==> src/rtl/padevt_pkg.sv <==
package padevt_pkg;
  localparam int CFG_W     = 32;
  localparam int NUM_DEST  = 4;
  localparam int TX_BIT    = 0;
  localparam int RXLVL_BIT = 1;
  localparam int RXDIS_BIT = 9;
  localparam int ROUTE_LSB = 17;
  localparam int INV_BIT   = 23;
  localparam int TRIG_LSB  = 25;
  localparam int STAT_BIT  = 0;

  typedef enum logic [1:0] {
    TRIG_LEVEL = 2'd0,
    TRIG_EDGE  = 2'd1,
    TRIG_OFF   = 2'd2,
    TRIG_BOTH  = 2'd3
  } trig_e;

  typedef struct packed {
    trig_e                trig;
    logic                 inv;
    logic [NUM_DEST-1:0]  route;
    logic                 rx_dis;
    logic                 tx_val;
  } cfg_t;
endpackage

==> src/rtl/padevt_sync.sv <==
module padevt_sync #(
  parameter int STAGES = 2
) (
  input  logic clk,
  input  logic rst_n,
  input  logic d_i,
  output logic q_o
);
  logic [STAGES-1:0] sh;

  generate
    if (STAGES == 1) begin : g_one
      always_ff @(posedge clk or negedge rst_n) begin
        if (!rst_n) sh <= '0;
        else        sh <= d_i;
      end
    end else begin : g_many
      always_ff @(posedge clk or negedge rst_n) begin
        if (!rst_n) sh <= '0;
        else        sh <= {sh[STAGES-2:0], d_i};
      end
    end
  endgenerate

  assign q_o = sh[STAGES-1];
endmodule

==> src/rtl/padevt_regs.sv <==
module padevt_regs
  import padevt_pkg::*;
(
  input  logic              clk,
  input  logic              rst_n,
  input  logic              we_i,
  input  logic              addr_i,
  input  logic [CFG_W-1:0]  wdata_i,
  input  logic              rx_lvl_i,
  input  logic              fire_i,
  output cfg_t              cfg_o,
  output logic              cfg_wr_o,
  output logic              reload_inv_o,
  output logic [CFG_W-1:0]  rdata_o
);
  localparam cfg_t CFG_RST = '{trig: TRIG_OFF, inv: 1'b0, route: '0, rx_dis: 1'b0, tx_val: 1'b0};

  cfg_t cfg_q;
  logic stat_q;
  logic clr_req;

  assign cfg_wr_o     = we_i && (addr_i == 1'b0);
  assign clr_req      = we_i && (addr_i == 1'b1) && wdata_i[STAT_BIT];
  assign reload_inv_o = wdata_i[INV_BIT];

  always_ff @(posedge clk or negedge rst_n) begin
    if (!rst_n) begin
      cfg_q <= CFG_RST;
    end else if (cfg_wr_o) begin
      cfg_q.trig   <= trig_e'(wdata_i[TRIG_LSB +: 2]);
      cfg_q.inv    <= wdata_i[INV_BIT];
      cfg_q.route  <= wdata_i[ROUTE_LSB +: NUM_DEST];
      cfg_q.rx_dis <= wdata_i[RXDIS_BIT];
      cfg_q.tx_val <= wdata_i[TX_BIT];
    end
  end

  always_ff @(posedge clk or negedge rst_n) begin
    if (!rst_n)       stat_q <= 1'b0;
    else if (fire_i)  stat_q <= 1'b1;
    else if (clr_req) stat_q <= 1'b0;
  end

  assign cfg_o = cfg_q;

  always_comb begin
    rdata_o = '0;
    if (addr_i == 1'b0) begin
      rdata_o[TX_BIT]                  = cfg_q.tx_val;
      rdata_o[RXLVL_BIT]               = rx_lvl_i;
      rdata_o[RXDIS_BIT]               = cfg_q.rx_dis;
      rdata_o[ROUTE_LSB +: NUM_DEST]   = cfg_q.route;
      rdata_o[INV_BIT]                 = cfg_q.inv;
      rdata_o[TRIG_LSB +: 2]           = cfg_q.trig;
    end else begin
      rdata_o[STAT_BIT]                = stat_q;
    end
  end

  // status stays set unless a clear is requested
  p_status_sticky_r9: assert property (@(posedge clk) disable iff (!rst_n)
    (stat_q && !clr_req) |=> stat_q);
  // status only rises after an event from the trigger logic
  p_status_cause_r9: assert property (@(posedge clk) disable iff (!rst_n)
    $rose(stat_q) |-> $past(fire_i));
  // an event in the same cycle as a clear leaves status set
  p_set_wins_r9: assert property (@(posedge clk) disable iff (!rst_n)
    (fire_i && clr_req) |=> stat_q);
endmodule

==> src/rtl/padevt_trigger.sv <==
module padevt_trigger
  import padevt_pkg::*;
(
  input  logic clk,
  input  logic rst_n,
  input  logic rx_lvl_i,
  input  cfg_t cfg_i,
  input  logic cfg_wr_i,
  input  logic reload_inv_i,
  output logic fire_o
);
  logic qual;
  logic prev_q;
  logic hit;

  assign qual = rx_lvl_i ^ cfg_i.inv;

  always_comb begin
    unique case (cfg_i.trig)
      TRIG_LEVEL: hit = qual;
      TRIG_EDGE:  hit = qual & ~prev_q;
      TRIG_BOTH:  hit = qual ^ prev_q;
      default:    hit = 1'b0;
    endcase
  end

  assign fire_o = hit & ~cfg_i.rx_dis;

  always_ff @(posedge clk or negedge rst_n) begin
    if (!rst_n)        prev_q <= 1'b0;
    else if (cfg_wr_i) prev_q <= rx_lvl_i ^ reload_inv_i;
    else               prev_q <= qual;
  end

  // single-edge events never last two cycles under a steady config
  p_one_pulse_r4: assert property (@(posedge clk) disable iff (!rst_n)
    (cfg_i.trig == TRIG_EDGE && fire_o && !cfg_wr_i) |=> !fire_o);
  // a config write on a steady input gives no edge event
  p_no_false_edge_r10: assert property (@(posedge clk) disable iff (!rst_n)
    cfg_wr_i |=> (!$stable(rx_lvl_i) || cfg_i.trig == TRIG_LEVEL || !fire_o));
endmodule

==> src/rtl/padevt_route.sv <==
module padevt_route #(
  parameter int NUM_DEST = 4
) (
  input  logic                clk,
  input  logic                rst_n,
  input  logic                fire_i,
  input  logic [NUM_DEST-1:0] route_i,
  output logic [NUM_DEST-1:0] dest_o
);
  generate
    for (genvar i = 0; i < NUM_DEST; i++) begin : g_dest
      always_ff @(posedge clk or negedge rst_n) begin
        if (!rst_n) dest_o[i] <= 1'b0;
        else        dest_o[i] <= fire_i & route_i[i];
      end
    end
  endgenerate
endmodule

==> src/rtl/padevt_router.sv <==
module padevt_router
  import padevt_pkg::*;
#(
  parameter int SYNC_STAGES = 2
) (
  input  logic              clk,
  input  logic              rst_n,
  input  logic              pad_rx_i,
  output logic              pad_tx_o,
  input  logic              reg_we_i,
  input  logic              reg_addr_i,
  input  logic [CFG_W-1:0]  reg_wdata_i,
  output logic [CFG_W-1:0]  reg_rdata_o,
  output logic              evt_nmi_o,
  output logic              evt_smm_o,
  output logic              evt_sysctl_o,
  output logic              evt_intc_o
);
  logic                rx_lvl;
  logic                fire;
  logic                cfg_wr;
  logic                reload_inv;
  cfg_t                cfg;
  logic [NUM_DEST-1:0] dest;

  padevt_sync #(.STAGES(SYNC_STAGES)) u_sync (
    .clk(clk), .rst_n(rst_n), .d_i(pad_rx_i), .q_o(rx_lvl)
  );

  padevt_regs u_regs (
    .clk(clk), .rst_n(rst_n), .we_i(reg_we_i), .addr_i(reg_addr_i),
    .wdata_i(reg_wdata_i), .rx_lvl_i(rx_lvl), .fire_i(fire),
    .cfg_o(cfg), .cfg_wr_o(cfg_wr), .reload_inv_o(reload_inv),
    .rdata_o(reg_rdata_o)
  );

  padevt_trigger u_trig (
    .clk(clk), .rst_n(rst_n), .rx_lvl_i(rx_lvl), .cfg_i(cfg),
    .cfg_wr_i(cfg_wr), .reload_inv_i(reload_inv), .fire_o(fire)
  );

  padevt_route #(.NUM_DEST(NUM_DEST)) u_route (
    .clk(clk), .rst_n(rst_n), .fire_i(fire), .route_i(cfg.route), .dest_o(dest)
  );

  assign pad_tx_o     = cfg.tx_val;
  assign evt_nmi_o    = dest[0];
  assign evt_smm_o    = dest[1];
  assign evt_sysctl_o = dest[2];
  assign evt_intc_o   = dest[3];

  // receive disable silences every destination
  p_rxdis_quiet_r8: assert property (@(posedge clk) disable iff (!rst_n)
    cfg.rx_dis |=> (dest == '0));
  // trigger off silences every destination
  p_off_quiet_r6: assert property (@(posedge clk) disable iff (!rst_n)
    (cfg.trig == TRIG_OFF) |=> (dest == '0));
  // an active output always had its routing bit set
  p_route_subset_r7: assert property (@(posedge clk) disable iff (!rst_n)
    1'b1 |=> ((dest & ~$past(cfg.route)) == '0));
endmodule

==> config.mk <==
export PLATFORM = sky130hd
export DESIGN_NAME = padevt_router
export DESIGN_NICKNAME = d
export VERILOG_FILES = /design/src/rtl/padevt_pkg.sv /design/src/rtl/padevt_sync.sv /design/src/rtl/padevt_regs.sv /design/src/rtl/padevt_trigger.sv /design/src/rtl/padevt_route.sv /design/src/rtl/padevt_router.sv
export SDC_FILE = /design/constraint.sdc
export NUM_CORES = 1
export LEC_CHECK = 0
export ABC_AREA = 1
export BUFFER_PORTS_ARGS = -buffer_cell sky130_fd_sc_hd__clkbuf_2
export CAP_MARGIN = 20
export CORE_UTILIZATION = 42
export DETAILED_ROUTE_END_ITERATION = 6
export PLACE_DENSITY = 0.89
export SETUP_SLACK_MARGIN = 0.4
export SYNTH_ARGS = -nofsm -noshare
export SYNTH_HDL_FRONTEND = slang
export SYNTH_HIERARCHICAL = 1
export SYNTH_SLANG_ARGS = --single-unit
==> constraint.sdc <==
create_clock -name clk -period 2.7 [get_ports clk]
set_clock_uncertainty 0.2 [all_clocks]
set_input_delay 0 -clock clk [delete_from_list [all_inputs] [get_ports clk]]
set_output_delay 0 -clock clk [all_outputs]
set_load 0.03 [all_outputs]
==> results of run 1 <==
## Yosys cell counts
library cell / count
nand2_1: 32
buf_4: 24
inv_1: 21
dfrtp_1: 16
nand3_1: 12
nor2_1: 10
buf_6: 2
a21oi_1: 1
conb_1: 1
dfstp_2: 1
ha_1: 1
inv_2: 1
nand2_2: 1
o21ai_2: 1
xnor2_1: 1
xor2_1: 1
## per-layer routing
| metal | part of all wire | vias to the layer above |
|---|---|---|
| met5 | 0 | - |
| met4 | 0.019 | 0 |
| met3 | 0.054 | 5 |
| met2 | 0.55 | 32 |
| met1 | 0.38 | 379 |
| li1 | - | 431 |
## critical path: stages
cell and delay (ns):
dlygate4sd3_1 0.51, dlygate4sd3_1 0.54, clkbuf_2 0.12, dlygate4sd3_1 1.02
## worst min path at each step
stage	startpoint	endpoint	slack, ns	cells past startpoint
after global placement	rst_n	u_trig/prev_q	-0.26	1
after floorplan	rst_n	u_regs/cfg_o[0]	-0.50	0
final	pad_rx_i	u_sync/sh[0]	0.15	2
after CTS	pad_rx_i	u_sync/sh[0]	0.14	2
after detailed placement	rst_n	u_trig/prev_q	-0.25	1
after global routing	pad_rx_i	u_sync/sh[0]	0.14	2
## where the power goes
| group | leakage (nW) | switching, mW | internal [mW] |
|---|---|---|---|
| clock | 0.0177 | 0.0822 | 0.0552 |
| combinational | 0.539 | 0.151 | 0.0695 |
| sequential | 0.210 | 0.0207 | 0.287 |
| total | 0.766 | 0.254 | 0.411 |
## flip-flops by register name, indices dropped and copies added, names as in the netlist
signal,flops
u_regs/cfg_o,9
u_route/dest_o,4
u_sync/sh,2
u_regs/stat_q,1
u_trig/prev_q,1
## repair_timing
action                                 4_1_cts  5_1_grt
hold buffers                                24        0
endpoints found under the hold margin       29        0
buffers inserted                             0        0
## cell type report
| cell class | instances | area [um^2] |
|---|---|---|
| timing repair buffer | 52 | 380 |
| clock inverter | 1 | 5.00 |
| clock buffer | 3 | 22.5 |
| sequential | 17 | 427 |
| inverter | 22 | 82.6 |
| multi-input combinational | 82 | 350 |
| tap | 28 | 35.0 |
| fill | 202 | 910 |
## per-stage QoR
step                      instances  cell area (um^2)  hold WS (ns)
after floorplan                 147              1060        -0.496
after global placement          177              1030        -0.255
after detailed placement        177              1030        -0.247
after CTS                       205              1300         0.143
after global routing            205              1300         0.139
final                           205              1300         0.147
## cells by family (layout without fill, tap and decap cells)
family                     Yosys count  after routing  synth area share
adders and majority gates            1              1            0.0127
buffers and inverters               48             78             0.290
and+or+nand+nor                     55             55             0.228
DFF                                 17             17             0.434
AOI/OAI and AO/OA                    2              2            0.0140
xor gates and xnor gates             2              2            0.0178
other                                1             22           0.00381
==> results.sh, run 1 <==
export IMPL_status="completed"
export IMPL_ff2ff_path_depth=7
export IMPL_antenna_found_initial=0
export IMPL_cts_resized=0
export IMPL_hpwl_mm=1.20
export IMPL_syn_to_final_growth_pct=32.4
export IMPL_die_width_um=50.4
export IMPL_syn_area_um2=983
export IMPL_drtPass1Iterations=4
export IMPL_fin_setup_tns_ns=0
export IMPL_setup_ws_ns=0.672
export IMPL_hold_viol=0
export IMPL_setup_viol=0
export IMPL_cap_violations=0
export IMPL_cp_required_ns=2.86
export IMPL_viasPerCell=4.13
export IMPL_rsz0062_at_grt="no"
export IMPL_drive_gt1_frac=0.203
export IMPL_ys_ff_latch=17
export IMPL_die_height_um=50.4
export IMPL_end_kind="asynchronous set/reset pin"
export IMPL_final_cell_mix="nand2_1, clkbuf_2, dlygate4sd3_1"
export IMPL_grt_usage=0.159
export IMPL_fmax_ghz=0.493
export IMPL_netlist_top_cells_area="dfrtp_1, buf_4, nand2_1"
export IMPL_avgSynthCellArea_um2=7.81
export IMPL_met3_usage=0.0182
export IMPL_crit_path_start_kind="primary input"
export IMPL_final_common_cell="nand2_1"
export IMPL_worst_r2r_endpoint="u_route/dest_o[3]"
export IMPL_wl_per_cell_um=9.05
export IMPL_r2r_slack_ns=0.88
export IMPL_hp_class="primary input to flip-flop"
export IMPL_use_met2=0.313
export IMPL_grt_pass1_wl_mm=2.93
export IMPL_overflow=0
export IMPL_arrival_ns=2.19
export IMPL_power_uw=665
export IMPL_grt_max_degree=17
export IMPL_gp_congestion=0.757
export IMPL_ant_nets=0
export IMPL_cts_buffer_depth=2
export IMPL_cts_buffers=3
export IMPL_slew_headroom=0.521
export IMPL_port_buffers=28
export IMPL_fin_crit_ns=2.03
export IMPL_antenna_cells=0
export IMPL_reg2reg_from="u_sync/sh[1]"
export IMPL_grt_pass1_vias=726
export IMPL_clock_sink_count=17
export IMPL_routed_via_count=847
export IMPL_ir_drop_mv=0.351
export IMPL_synth_sequential_area_ratio=0.434
export IMPL_crit_path_end="u_regs/stat_q"
export IMPL_grt_busiest_layer="met2"
export IMPL_startpoint="rst_n"
export IMPL_finalCritPeriodShare=0.751
export IMPL_nNetsFinal=216
export IMPL_drt_total_wl_mm=1.86
export IMPL_synth_warning_count=6
export IMPL_cts_max_level=1
export IMPL_p_per_area_nw_per_um2=511
export IMPL_cts_root_buf="clkbuf_4"
export IMPL_synth_cells=126
export IMPL_p_leak_nw=0.766
export IMPL_synth_cell_types=16
export IMPL_cts_tree="yes"
export IMPL_synth_top_cell_area_share=0.407
export IMPL_place_ws_ns=0.889
export IMPL_crit_type="primary input to asynchronous set/reset pin"
export IMPL_ios=74
export IMPL_clk_latency_ns=0.30
export IMPL_drv_slew=0
export IMPL_use_met1=0.158
export IMPL_path_clk_slew_ns=0.09
export IMPL_tightest_slew_ns=0.716
export IMPL_drc=0
export IMPL_core_um2=2210
export IMPL_yosys_area_top_type="dfrtp_1"
export IMPL_start_util=0.445
export IMPL_fin_util=0.589
export IMPL_die_area_um2=2540
export IMPL_path_max_fanout=16
export IMPL_drt_iter0_markers=9
export IMPL_rows=17
(Power assumes the default switching activity.)
==> run 2, diff against run 1 <==
CORE_UTILIZATION = 35   (was 42)
PLACE_DENSITY = 0.8   (was 0.89)
clock period = 1.77 ns   (was 2.7 ns; I/O delays follow)
==> run 2 against run 1 <==
  * Sequential power increased by 54%
  * Final cell count is 1.5% higher
  * Flip-flop and latch count is the same
  * Total power grew 57%
  * Hold slack got worse by 0.099 ns
  * Routed wire length rose by 5.5%
  * Critical path depth rose by 3
  * Non-clock buffer count is 1 higher
  * Register-to-register slack worse by 0.77 ns
  * Sequential share of layout area decreased by 0.89 points
  * Final area rose by 2.8%
  * Die area is 19% higher
  * Critical path type is now flip-flop to flip-flop
  * Highest routed layer unchanged
==> results.sh, run 2 (synthesis gave the netlist of run 1 again) <==
export IMPL_cts_buffers=3
export IMPL_drt_iter0_markers=12
export IMPL_path_cells="xor2_2 -> ha_1 -> nand2_1 -> nand3_2 -> a21oi_4 -> nand2_1 -> inv_1"
export IMPL_final_cell_mix="nand2_1, clkbuf_2, dlygate4sd3_1, conb_1, inv_1"
export IMPL_antenna_found_initial=0
export IMPL_slowest_delay_ns=0.42
export IMPL_ir_drop_mv=0.386
export IMPL_hpwl_mm=1.31
export IMPL_startpoint="u_regs/cfg_o[6]"
export IMPL_setup_viol=0
export IMPL_cpMostUsedCell="nand2_1"
export IMPL_routed_via_count=859
export IMPL_die_width_um=55.0
export IMPL_drc=0
export IMPL_ios=74
export IMPL_path_clk_slew_ns=0.10
export IMPL_use_met2=0.255
export IMPL_antenna_cells=0
export IMPL_drv_slew=0
export IMPL_gp_congestion=0.720
export IMPL_overflow=0
export IMPL_final_common_cell="nand2_1"
export IMPL_crit_slowest_cell="dfrtp_1"
export IMPL_min_from="reg_we_i"
export IMPL_path_buf_inv=1
export IMPL_wl_per_cell_um=9.41
export IMPL_p_leak_nw=0.785
export IMPL_cts_max_level=1
export IMPL_fin_setup_tns_ns=0
export IMPL_rsz0062_at_grt="yes"
export IMPL_largest_reg_flops=9
export IMPL_hp_class="primary input to flip-flop"
export IMPL_die_height_um=55.0
export IMPL_cp_required_ns=1.81
export IMPL_syn_to_final_growth_pct=36.1
export IMPL_hold_viol=0
export IMPL_grt_pass1_wl_mm=3.03
export IMPL_met3_usage=0.00820
export IMPL_grt_max_degree=18
export IMPL_place_ws_ns=0.0878
export IMPL_finalCritPeriodShare=0.937
export IMPL_die_area_um2=3030
export IMPL_drive_gt1_frac=0.236
export IMPL_rows=18
export IMPL_core_um2=2570
export IMPL_drtPass1Iterations=4
export IMPL_cts_tree="yes"
export IMPL_ant_nets=0
export IMPL_fmax_ghz=0.603
export IMPL_crit_type="flip-flop to flip-flop"
export IMPL_grt_usage=0.146
export IMPL_crit_family="flip-flops"
export IMPL_cap_violations=0
export IMPL_use_met1=0.172
export IMPL_fin_crit_ns=1.66
export IMPL_grt_pass1_vias=718
export IMPL_cts_root_buf="clkbuf_4"
export IMPL_viasPerCell=4.13
export IMPL_status="completed"
export IMPL_end_kind="flip-flop"
export IMPL_nNetsFinal=217
export IMPL_arrival_ns=1.69
export IMPL_drt_total_wl_mm=1.96
export IMPL_clk_latency_ns=0.29
export IMPL_reg2reg_from="u_regs/cfg_o[6]"
export IMPL_crit_path_start_kind="flip-flop"
export IMPL_cts_buffer_depth=2
export IMPL_p_per_area_nw_per_um2=782
export IMPL_start_util=0.383
export IMPL_setup_ws_ns=0.112
export IMPL_port_buffers=28
export IMPL_clock_sink_count=17
export IMPL_grt_busiest_layer="met2"
export IMPL_path_max_fanout=5
[run 2: power breakdown]
part / switching, mW / internal, mW / total, mW
clock: 0.123 / 0.0840 / 0.207
sequential: 0.0345 / 0.437 / 0.472
combinational: 0.244 / 0.124 / 0.368
[run 2: final cells by class]
| class | instances | area (um^2) |
|---|---|---|
| fillers | 265 | 1230 |
| well taps | 30 | 37.5 |
| clock buffers | 3 | 22.5 |
| inverters | 22 | 82.6 |
| clock inverters | 1 | 5.00 |
| repair buffers | 53 | 390 |
| flip-flops and latches | 17 | 427 |
| multi-input cells | 82 | 374 |
[run 2: metrics by stage]
stage	hold WS, ns	utilization	std cells	total power [mW]	area (um^2)
3_3_place_gp	-0.251	0.411	181	0.782	1060
2_1_floorplan	-0.496	-	147	0.747	1070
6_report	0.0479	0.521	208	1.05	1340
4_1_cts	0.0466	0.518	208	1.04	1330
5_1_grt	0.0805	0.521	208	1.11	1340
3_5_place_dp	-0.252	0.411	181	0.791	1060
[run 2: routing by layer]
| metal | up-vias | wire (um) |
|---|---|---|
| li1 | 427 | - |
| met1 | 394 | 823 |
| met2 | 36 | 999 |
| met3 | 2 | 108 |
| met4 | 0 | 27 |
| met5 | - | 0 |
[run 2: worst min-delay path, stage by stage]
cell and delay, ns:
clkbuf_2 0.20, nand2_2 0.19, nand2_1 0.10, nand2_1 0.04
[run 2: final timing paths]
check	end	slack (ns)	depth (start not counted)
max reg2reg	u_route/dest_o[3]	0.11	7
min in group asynchronous	u_trig/prev_q	0.50	3
min reg2reg	u_sync/sh[1]	0.16	0
min	u_regs/cfg_o[8]	0.05	4
max	u_route/dest_o[3]	0.11	7
max in group asynchronous	u_regs/cfg_o[8]	0.55	3
[run 2: what timing repair did]
action	4_1_cts	5_1_grt
resized for setup	3	9
pin swaps	1	1
setup buffers	0	1
endpoints found under the setup margin	6	11
hold buffers	23	1
endpoints found under the hold margin	29	2
